`src/rtl/nor_seq_pkg.sv`:
```
package nor_seq_pkg;

    typedef enum logic [2:0] {
        OP_PROG  = 3'd0,
        OP_SECT  = 3'd1,
        OP_BLK   = 3'd2,
        OP_CHIP  = 3'd3,
        OP_IDIN  = 3'd4,
        OP_IDOUT = 3'd5,
        OP_RST   = 3'd6,
        OP_RSVD  = 3'd7
    } nor_op_e;

    typedef enum logic [2:0] {
        PH_IDLE,
        PH_SETUP,
        PH_LOW,
        PH_HOLD,
        PH_GAP
    } nor_phase_e;

    localparam logic [15:0] UNLOCK_FIRST  = 16'h5555;
    localparam logic [15:0] UNLOCK_SECOND = 16'h2AAA;

    localparam logic [7:0] BYTE_UNL1   = 8'hAA;
    localparam logic [7:0] BYTE_UNL2   = 8'h55;
    localparam logic [7:0] BYTE_PROG   = 8'hA0;
    localparam logic [7:0] BYTE_ERSETUP= 8'h80;
    localparam logic [7:0] BYTE_SECT   = 8'h30;
    localparam logic [7:0] BYTE_BLK    = 8'h50;
    localparam logic [7:0] BYTE_CHIP   = 8'h10;
    localparam logic [7:0] BYTE_IDIN   = 8'h90;
    localparam logic [7:0] BYTE_EXIT   = 8'hF0;

    function automatic logic [15:0] mask_for(input logic [1:0] sel);
        case (sel)
            2'd1:    return 16'h07FF;
            2'd2:    return 16'h0FFF;
            default: return 16'hFFFF;
        endcase
    endfunction

endpackage

```
`src/rtl/nor_addr_map.sv`:
```
module nor_addr_map
    import nor_seq_pkg::*;
#(
    parameter int ADDR_W = 16
) (
    input  logic [1:0]        mask_sel,
    input  logic              shifted,
    output logic [ADDR_W-1:0] first_addr,
    output logic [ADDR_W-1:0] second_addr
);
    generate
        if (ADDR_W < 16) begin : g_bad_width
            $error("nor_addr_map: ADDR_W must be at least 16");
        end
    endgenerate

    logic [15:0] mask;
    logic [15:0] a_first;
    logic [15:0] a_second;

    always_comb begin
        mask        = mask_for(mask_sel);
        a_first     = shifted ? UNLOCK_SECOND : UNLOCK_FIRST;
        a_second    = shifted ? UNLOCK_FIRST  : UNLOCK_SECOND;
        first_addr  = '0;
        second_addr = '0;
        first_addr[15:0]  = a_first  & mask;
        second_addr[15:0] = a_second & mask;
    end
endmodule

```
`src/rtl/nor_cmd_rom.sv`:
```
module nor_cmd_rom
    import nor_seq_pkg::*;
#(
    parameter int ADDR_W = 16,
    parameter int IDX_W  = 3
) (
    input  nor_op_e           op,
    input  logic [IDX_W-1:0]  idx,
    input  logic              long_reset,
    input  logic [ADDR_W-1:0] first_addr,
    input  logic [ADDR_W-1:0] second_addr,
    input  logic [ADDR_W-1:0] target,
    input  logic [7:0]        wdata,
    output logic [ADDR_W-1:0] cyc_addr,
    output logic [7:0]        cyc_data,
    output logic              cyc_last
);
    // Unlock slots: even position of a pair goes to the first address
    always_comb begin
        cyc_addr = '0;
        cyc_data = '0;
        cyc_last = 1'b0;
        case (op)
            OP_PROG: begin
                case (idx)
                    3'd0:    begin cyc_addr = first_addr;  cyc_data = BYTE_UNL1; end
                    3'd1:    begin cyc_addr = second_addr; cyc_data = BYTE_UNL2; end
                    3'd2:    begin cyc_addr = first_addr;  cyc_data = BYTE_PROG; end
                    default: begin cyc_addr = target;      cyc_data = wdata; cyc_last = 1'b1; end
                endcase
            end
            OP_SECT, OP_BLK, OP_CHIP: begin
                case (idx)
                    3'd0, 3'd3: begin cyc_addr = first_addr;  cyc_data = BYTE_UNL1; end
                    3'd1, 3'd4: begin cyc_addr = second_addr; cyc_data = BYTE_UNL2; end
                    3'd2:       begin cyc_addr = first_addr;  cyc_data = BYTE_ERSETUP; end
                    default: begin
                        cyc_last = 1'b1;
                        if (op == OP_SECT) begin
                            cyc_addr = target;     cyc_data = BYTE_SECT;
                        end else if (op == OP_BLK) begin
                            cyc_addr = target;     cyc_data = BYTE_BLK;
                        end else begin
                            cyc_addr = first_addr; cyc_data = BYTE_CHIP;
                        end
                    end
                endcase
            end
            OP_IDIN: begin
                case (idx)
                    3'd0:    begin cyc_addr = first_addr;  cyc_data = BYTE_UNL1; end
                    3'd1:    begin cyc_addr = second_addr; cyc_data = BYTE_UNL2; end
                    default: begin cyc_addr = first_addr;  cyc_data = BYTE_IDIN; cyc_last = 1'b1; end
                endcase
            end
            OP_IDOUT, OP_RST: begin
                if (long_reset && idx == 3'd0) begin
                    cyc_addr = first_addr;  cyc_data = BYTE_UNL1;
                end else if (long_reset && idx == 3'd1) begin
                    cyc_addr = second_addr; cyc_data = BYTE_UNL2;
                end else begin
                    cyc_addr = first_addr;  cyc_data = BYTE_EXIT; cyc_last = 1'b1;
                end
            end
            default: cyc_last = 1'b1;
        endcase
    end
endmodule

```
`src/rtl/nor_cmd_seq.sv`:
```
module nor_cmd_seq
    import nor_seq_pkg::*;
#(
    parameter int ADDR_W      = 16,
    parameter int WE_LOW_CLKS = 4,
    // settle gap between writes; 1000 clocks is 10 us at 100 MHz
    parameter int GAP_CLKS    = 1000
) (
    input  logic              clk,
    input  logic              rst_n,
    input  logic              req_valid,
    input  logic [2:0]        req_op,
    input  logic [ADDR_W-1:0] req_addr,
    input  logic [7:0]        req_data,
    input  logic [1:0]        cfg_mask_sel,
    input  logic              cfg_shifted,
    input  logic              cfg_long_reset,
    input  logic              cfg_zero_gap,
    output logic              busy,
    output logic              done,
    output logic [ADDR_W-1:0] fl_addr,
    output logic [7:0]        fl_data,
    output logic              fl_we_n
);
    localparam int IDX_W   = 3;
    localparam int LOW_N   = (WE_LOW_CLKS < 1) ? 1 : WE_LOW_CLKS;
    localparam int TMR_MAX = (LOW_N > GAP_CLKS) ? LOW_N : GAP_CLKS;
    localparam int TMR_W   = $clog2(TMR_MAX + 1);
    localparam logic NO_GAP = (GAP_CLKS < 1);

    typedef struct packed {
        nor_phase_e        phase;
        nor_op_e           op;
        logic [ADDR_W-1:0] tgt;
        logic [7:0]        wd;
        logic [1:0]        msel;
        logic              shf;
        logic              lng;
        logic              zg;
        logic [IDX_W-1:0]  idx;
        logic [TMR_W-1:0]  tmr;
        logic              done;
    } seq_st_t;

    seq_st_t st_d, st_q;

    logic [ADDR_W-1:0] first_addr, second_addr, cyc_addr;
    logic [7:0]        cyc_data;
    logic              cyc_last;

    nor_addr_map #(.ADDR_W(ADDR_W)) u_map (
        .mask_sel    (st_q.msel),
        .shifted     (st_q.shf),
        .first_addr  (first_addr),
        .second_addr (second_addr)
    );

    nor_cmd_rom #(.ADDR_W(ADDR_W), .IDX_W(IDX_W)) u_rom (
        .op          (st_q.op),
        .idx         (st_q.idx),
        .long_reset  (st_q.lng),
        .first_addr  (first_addr),
        .second_addr (second_addr),
        .target      (st_q.tgt),
        .wdata       (st_q.wd),
        .cyc_addr    (cyc_addr),
        .cyc_data    (cyc_data),
        .cyc_last    (cyc_last)
    );

    always_comb begin
        st_d      = st_q;
        st_d.done = 1'b0;
        case (st_q.phase)
            PH_IDLE: begin
                if (req_valid && nor_op_e'(req_op) != OP_RSVD) begin
                    st_d.phase = PH_SETUP;
                    st_d.op    = nor_op_e'(req_op);
                    st_d.tgt   = req_addr;
                    st_d.wd    = req_data;
                    st_d.msel  = cfg_mask_sel;
                    st_d.shf   = cfg_shifted;
                    st_d.lng   = cfg_long_reset;
                    st_d.zg    = cfg_zero_gap;
                    st_d.idx   = '0;
                end
            end
            PH_SETUP: begin
                st_d.phase = PH_LOW;
                st_d.tmr   = TMR_W'(LOW_N - 1);
            end
            PH_LOW: begin
                if (st_q.tmr == '0) st_d.phase = PH_HOLD;
                else                st_d.tmr   = st_q.tmr - 1'b1;
            end
            PH_HOLD: begin
                if (cyc_last) begin
                    st_d.phase = PH_IDLE;
                    st_d.done  = 1'b1;
                end else if (st_q.zg || NO_GAP) begin
                    st_d.phase = PH_SETUP;
                    st_d.idx   = st_q.idx + 1'b1;
                end else begin
                    st_d.phase = PH_GAP;
                    st_d.tmr   = TMR_W'(GAP_CLKS - 1);
                end
            end
            PH_GAP: begin
                if (st_q.tmr == '0) begin
                    st_d.phase = PH_SETUP;
                    st_d.idx   = st_q.idx + 1'b1;
                end else begin
                    st_d.tmr = st_q.tmr - 1'b1;
                end
            end
            default: st_d.phase = PH_IDLE;
        endcase
    end

    always_ff @(posedge clk or negedge rst_n) begin
        if (!rst_n) begin
            st_q       <= '0;
            st_q.phase <= PH_IDLE;
            st_q.op    <= OP_PROG;
        end else begin
            st_q <= st_d;
        end
    end

    assign busy    = (st_q.phase != PH_IDLE);
    assign done    = st_q.done;
    assign fl_we_n = (st_q.phase != PH_LOW);
    assign fl_addr = busy ? cyc_addr : '0;
    assign fl_data = busy ? cyc_data : '0;


    we_low_busy_chk: assert property (@(posedge clk) disable iff (!rst_n)
        !fl_we_n |-> busy);


    setup_stable_chk: assert property (@(posedge clk) disable iff (!rst_n)
        $fell(fl_we_n) |-> ($stable(fl_addr) && $stable(fl_data)));


    hold_stable_chk: assert property (@(posedge clk) disable iff (!rst_n)
        $rose(fl_we_n) |-> ($stable(fl_addr) && $stable(fl_data)));


    busy_until_done_chk: assert property (@(posedge clk) disable iff (!rst_n)
        busy |=> (busy || done));


    done_pulse_chk: assert property (@(posedge clk) disable iff (!rst_n)
        done |=> !done);


    done_after_busy_chk: assert property (@(posedge clk) disable iff (!rst_n)
        done |-> ($past(busy) && !busy));

endmodule

```
`config.mk`:
```
export PLATFORM = sky130hd
export DESIGN_NAME = nor_cmd_seq
export DESIGN_NICKNAME = d
export VERILOG_FILES = /design/src/rtl/nor_seq_pkg.sv /design/src/rtl/nor_addr_map.sv /design/src/rtl/nor_cmd_rom.sv /design/src/rtl/nor_cmd_seq.sv
export SDC_FILE = /design/constraint.sdc
export NUM_CORES = 1
export LEC_CHECK = 0
export BUFFER_PORTS_ARGS = -buffer_cell sky130_fd_sc_hd__buf_2
export CAP_MARGIN = 20
export CORE_ASPECT_RATIO = 0.5
export CORE_MARGIN = 10
export CORE_UTILIZATION = 45
export DETAILED_ROUTE_END_ITERATION = 16
export PLACE_DENSITY = 0.67
export SLEW_MARGIN = 30
export SYNTH_ARGS = -nofsm -noshare
export SYNTH_HDL_FRONTEND = slang
export SYNTH_SLANG_ARGS = --single-unit
```
`constraint.sdc`:
```
create_clock -name clk -period 4 [get_ports clk]
set_input_delay 0.4 -clock clk [delete_from_list [all_inputs] [get_ports clk]]
set_output_delay 0.4 -clock clk [all_outputs]
set_load 0.05 [all_outputs]
```
After elaboration in Yosys (flattened, before gate mapping):

Cells that the tools add are included.

* input bits: 35
* logic and storage cells: 106
* output and inout bits: 27
* bits in registers: 49

* reduce and logical (&&, ||, !) cells: 24
* equal/unequal tests: 25
* add/subtract/negate cells: 2
* muxes and demuxes: 42
* bitwise logic cells: 2

Operator list (number)
* $mux 16: 6
* $pmux 16 s2: 3
* $pmux 16 s4: 1
* $pmux 8 s3: 2
* $mux 38: 1
* $and 16x16->16: 2
* $mux 8: 4
* $pmux 8 s4: 1
* $mux 15: 2
* $pmux 10 s3: 1
* $mux 10: 2
* $eq 3x2->1 const B: 6
* $mux 3: 6
* $pmux 8 s2: 1
* $eq 3x3->1 const B: 5
* $pmux 3 s5: 1
* $ne 2x2->1 const B: 7
* $mux 13: 1
* $reduce_or 2->1: 6
* $logic_not 10->1: 1
* $sub 10x1->10 const B: 1
* $eq 3x1->1 const B: 3
* $logic_not 3->1: 3
* $pmux 3 s3: 1
* other kinds (16): 28

Logic depth before layout (Yosys ltp):

* depth after elaboration: 8
* mapped depth: 11
* mapped depth without buffers: 8

Modules after synthesis:

A second synthesis with hierarchy kept.

* cell total of the unflattened synthesis: 471
* area, all modules: 4232.8 um^2

By module, submodules not included
* nor_cmd_seq: cells an instance 213, times used 1, sequential area each 1226.2 um^2, area each 2447.3 um^2
* nor_cmd_rom: cells an instance 223, times used 1, sequential area each 0.0 um^2, area each 1535.2 um^2
* nor_addr_map: cells an instance 35, times used 1, sequential area each 0.0 um^2, area each 250.2 um^2

Worst setup path before layout:

No wires, ideal clock.

* path type: reg2out
* from: register st_q[12] (netlist bit)
* to: output fl_data[6]
* cell stages (with the launch flop): 10
* slack: 517 ps
* data arrival time: 3083 ps
* buffers on the path: 2
* data required time: 3600 ps
* path through: dfrtp_1 > clkbuf_1 > inv_1 > ha_1 > o21ba_2 > clkbuf_1 > or3_1 > a21oi_1 > a21oi_1 > a311oi_1

* cells in the longest elaborated chain, start to end: 5
* elaborated cells between the ends (all ways): 14
* those cells by class: 4 x eq/ne; 6 x mux; 4 x reduce/logical

Ends and longest elaborated chain
* start: declaration: RTL line nor_cmd_seq.sv:45 `seq_st_t st_d, st_q;`
* start signal: assignment: RTL line nor_cmd_seq.sv:126 `st_q <= st_d;`
* $eq 3x3->1, or another cell as far along: RTL line nor_cmd_rom.sv:33 `case (idx)`
* $reduce_or 2->1, or another cell as far along: RTL line nor_cmd_rom.sv:33
* $pmux 8 s3 / $mux 8 (equally long branches): RTL line nor_cmd_rom.sv:33, nor_cmd_rom.sv:57
* $pmux 8 s4 *: RTL line nor_cmd_rom.sv:23 `case (op)`
* $mux 8 *: RTL line nor_cmd_seq.sv:134 `assign fl_data = busy ? cyc_data : '0;`
* end: declaration: RTL line nor_cmd_seq.sv:22 `output logic [7:0] fl_data,`

Mark *: on every way between the ends. The rest lies on a longest branch, timed or not.

Final worst setup path:

* from: register st_q[12] (netlist bit)
* to: output fl_addr[7]

* cells in the longest elaborated chain, start to end: 6
* elaborated cells between the ends (all ways): 17
* those cells by class: 4 x eq/ne; 7 x mux; 6 x reduce/logical

Ends and longest elaborated chain
* parallel branches: the longest is 4 deep, another holds $pmux 16 s2
* $pmux 16 s4 *: RTL line nor_cmd_rom.sv:23
* $mux 16 *: RTL line nor_cmd_seq.sv:133 `assign fl_addr = busy ? cyc_addr : '0;`
* end: declaration: RTL line nor_cmd_seq.sv:21 `output logic [ADDR_W-1:0] fl_addr,`

Every way passes the cells marked *.

==> results.tsv <==
stage	metric	value	unit
outcome	status	completed	
layout	syn_to_final_growth	15.1	%
floorplanning	num_rows	22	
sta	grt_setup_unrepaired	false	
setup_path	end_kind	output pin	
clock_network	clockBufferDepth	2	
layout	diodes	0	
layout	final_area	4010	sq um
hold_path	min_path_cells	2	
route	post_drt_via_cell_ratio	5.99	
layout	fin_util	53.9	%
synth	ys.warnings.count	0	
clock_network	clk_root_buffer_cell	clkbuf_16	
synth	post_synth_main_area_contributors	dfrtp_1 (35%), mux2_1 (10%), a21oi_1 (5.8%)	
synth	syn_nets	446	
synth	synth_top_area_share	35.2	%
placed_design	globalplace.congestion	0.930	
sta	worst_hold_slack	307	ps
route	drt.antenna.violating_nets	0	
layout	drive_above_1_share	19.4	%
setup_path	arrival_time_of_data_at_the_critical_path_endpoint	3070	ps
setup_path	setup.worst_path.class	reg -> out	
route	routed_wirelength	9.16	mm
clock_network	clkLatencyLatePin	300	ps
grt	number_of_antenna_violations_at_the_first_check_in_global_routing	0	
clock_network	cts_tree	done	
synth	synthArstFlopShare	100	%
synth	synth_edf_count	0	
layout	final.fill_count	691	
sta	slew_headroom	45.1	%
setup_path	crit_required	3600	ps
sta	timing.final.hold_violations	0	
hold_path	min-delay-path-class	in -> reg	
route	drt_first_pass_iters	5	
synth	seq_area_frac_synth	35.2	%
placed_design	buffer_ports.inserted	61	
route	drcViolationCount	0	
route	drt_initial_violations	280	
synth	synth.distinct_cells	64	
grt	grt.overflow.total	0	
floorplanning	chipWidth	144	um
sta	worst_pin_slew	821	ps
sta	clock.fmax	289	MHz
grt	groute.usage.overall	15.3	%
synth	synthesis.instances	404	
setup_path	setup.worst_path.start_class	register	
grt	grt_first_pass_wirelength	14.7	mm
clock_network	cts_resized	0	
synth	register_bit_count_reported_by_yosys	49	
floorplanning	design.die.area	11900	sq um
placed_design	detailedPlacementHpwl	6.57	mm
grt	grt_start_max_net_pins	40	
placed_design	dpl_cell_area	3820	sq um
sta	final_min_period_over_clock_period	86.6	%
clock_network	clock_sinks	49	
flow_run	number_of_maximum_capacitance_violations	0	
synth	synth_ff_type	dfrtp_1	
sta	finalCriticalPeriod	3470	ps
sta	slew_violations	0	
floorplanning	floorplan.core_area	7430	sq um
floorplanning	boundaryPins	62	
route	vias	3261	
synth	postSynthAreaPerCell	8.62	sq um
sta	sum_of_negative_setup_slack	0	ps
setup_path	worst-path-max-fanout	16	
sta	fin_worst_skew	5.36	ps
grt	via_count_of_the_first_global_routing_pass	2969	
floorplanning	initial_utilization	46.8	%
clock_network	htreeDepth	2	
layout	fin_nets	489	
floorplanning	die_h	82.2	um
synth	mapped_area	3480	sq um
sta	number_of_setup_violations_in_the_final_report	0	
route	wl_per_cell	16.8	um
synth	synth_area_leader_cell	dfrtp_1	
clock_network	cts_bufs_inserted	5	
clock_network	postCtsSetupBuffers	0	
clock_network	clkTransAtPathRegs	70	ps
setup_path	timing.reg2reg.worst_path_depth	8	
[kinds of logic after synthesis]
| kind of cell | synth area share [%] |
|---|---|
| XOR/XNOR | 1.01 |
| adder cells (fa/ha/maj) | 2.52 |
| flip-flops | 35.2 |
| multiplexers | 11.6 |
| AND/OR/NAND/NOR | 17.3 |
| AO/OA/AOI/OAI | 27.4 |
| buffers and inverters | 4.96 |
[routing by layer]
metal | up-vias | GRT usage [%] | share of wire [%]
met5 | - | 0 | 0
met4 | 0 | 6.31 | 1.6
met3 | 16 | 3.64 | 7.5
met2 | 120 | 23.3 | 44
met1 | 1556 | 20.6 | 47
li1 | 1569 | - | -
[cell usage in the layout, fill, tap and decap left out, drive strengths merged, types with 4 or more instances in the layout]
cell type | netlist | routed
nand2 | 47 | 47
mux2 | 35 | 35
a21oi | 41 | 41
clkbuf | 26 | 7
dfrtp | 49 | 49
nand3 | 5 | 5
ha | 7 | 7
nor2b | 6 | 6
buf | 6 | 67
or3 | 4 | 4
a31oi | 13 | 13
a211oi | 9 | 9
or2 | 4 | 4
o21ai | 23 | 23
nor2 | 28 | 28
nand2b | 5 | 5
inv | 12 | 12
o211ai | 5 | 5
a22o | 4 | 4
a211o | 9 | 9
a21o | 13 | 13
[cells in the mapped netlist (2+ instances only)]
library cell,instances
a211o_1,9
a211oi_1,8
a21o_1,13
a21oi_1,40
a22o_1,4
a22oi_1,2
a311oi_1,3
a31oi_1,13
a32o_1,2
and2_1,3
and3_1,2
buf_1,5
clkbuf_1,26
dfrtp_1,49
ha_1,7
inv_1,11
mux2_1,32
mux2_2,3
nand2_1,47
nand2b_1,5
nand3_1,5
nand3b_1,2
nand4_1,2
nor2_1,27
nor2b_1,6
nor3_1,3
nor4_1,2
nor4bb_1,2
o211ai_1,5
o21ai_0,15
o21ai_1,7
o22ai_1,2
o31ai_1,3
or2_1,4
or3_1,4
xnor2_1,3
[worst paths after layout]
kind	start	slack, ps	endpoint
max in group asynchronous	rst_n	2720	st_q[33]
worst max register to register	st_q[12]	920	st_q[5]
worst min-delay path	cfg_mask_sel[1]	310	st_q[18]
min in group asynchronous	rst_n	500	st_q[3]
worst max-delay path	st_q[12]	530	fl_addr[7]
worst min register to register	st_q[42]	490	st_q[42]
[final cells by class]
| type | instances | area (sq um) | share of cell area, % |
|---|---|---|---|
| clock buffer | 7 | 143 | 3.56 |
| clock inverter | 1 | 30.0 | 0.750 |
| inverter | 12 | 45.0 | 1.12 |
| multi-input combinational | 311 | 2080 | 52.0 |
| sequential | 49 | 1230 | 30.6 |
| tap | 96 | 120 | 3.00 |
| timing repair buffer | 68 | 360 | 8.99 |
[sequential cells by signal, indices dropped and copies added (netlist names)]
signal  flops
st_q       48
done        1
[critical path: stages, from the launching register on]
cell and delay [ps]:
dfrtp_1 540, inv_1 150, ha_1 380, nand2b_1 290, a21oi_1 250, xnor2_1 170, o22ai_1 130, a21oi_1 470
a21oi_1 130, buf_2 250
[repair_timing]
action / in CTS / in global routing
hold endpoints to repair: 10 / 0
endpoints found under the setup margin: 0 / 0
hold buffers: 1 / 0
[through the flow]
step                      cells  worst slack (ps)
after floorplan             404               517
after global placement      535               980
after detailed placement    535               891
after CTS                   544               562
after global routing        544               258
final                       544               535
Power is left out: the tool's default activity adds up to more than one toggle a clock period on the data nets, which glitch-free logic cannot reach.
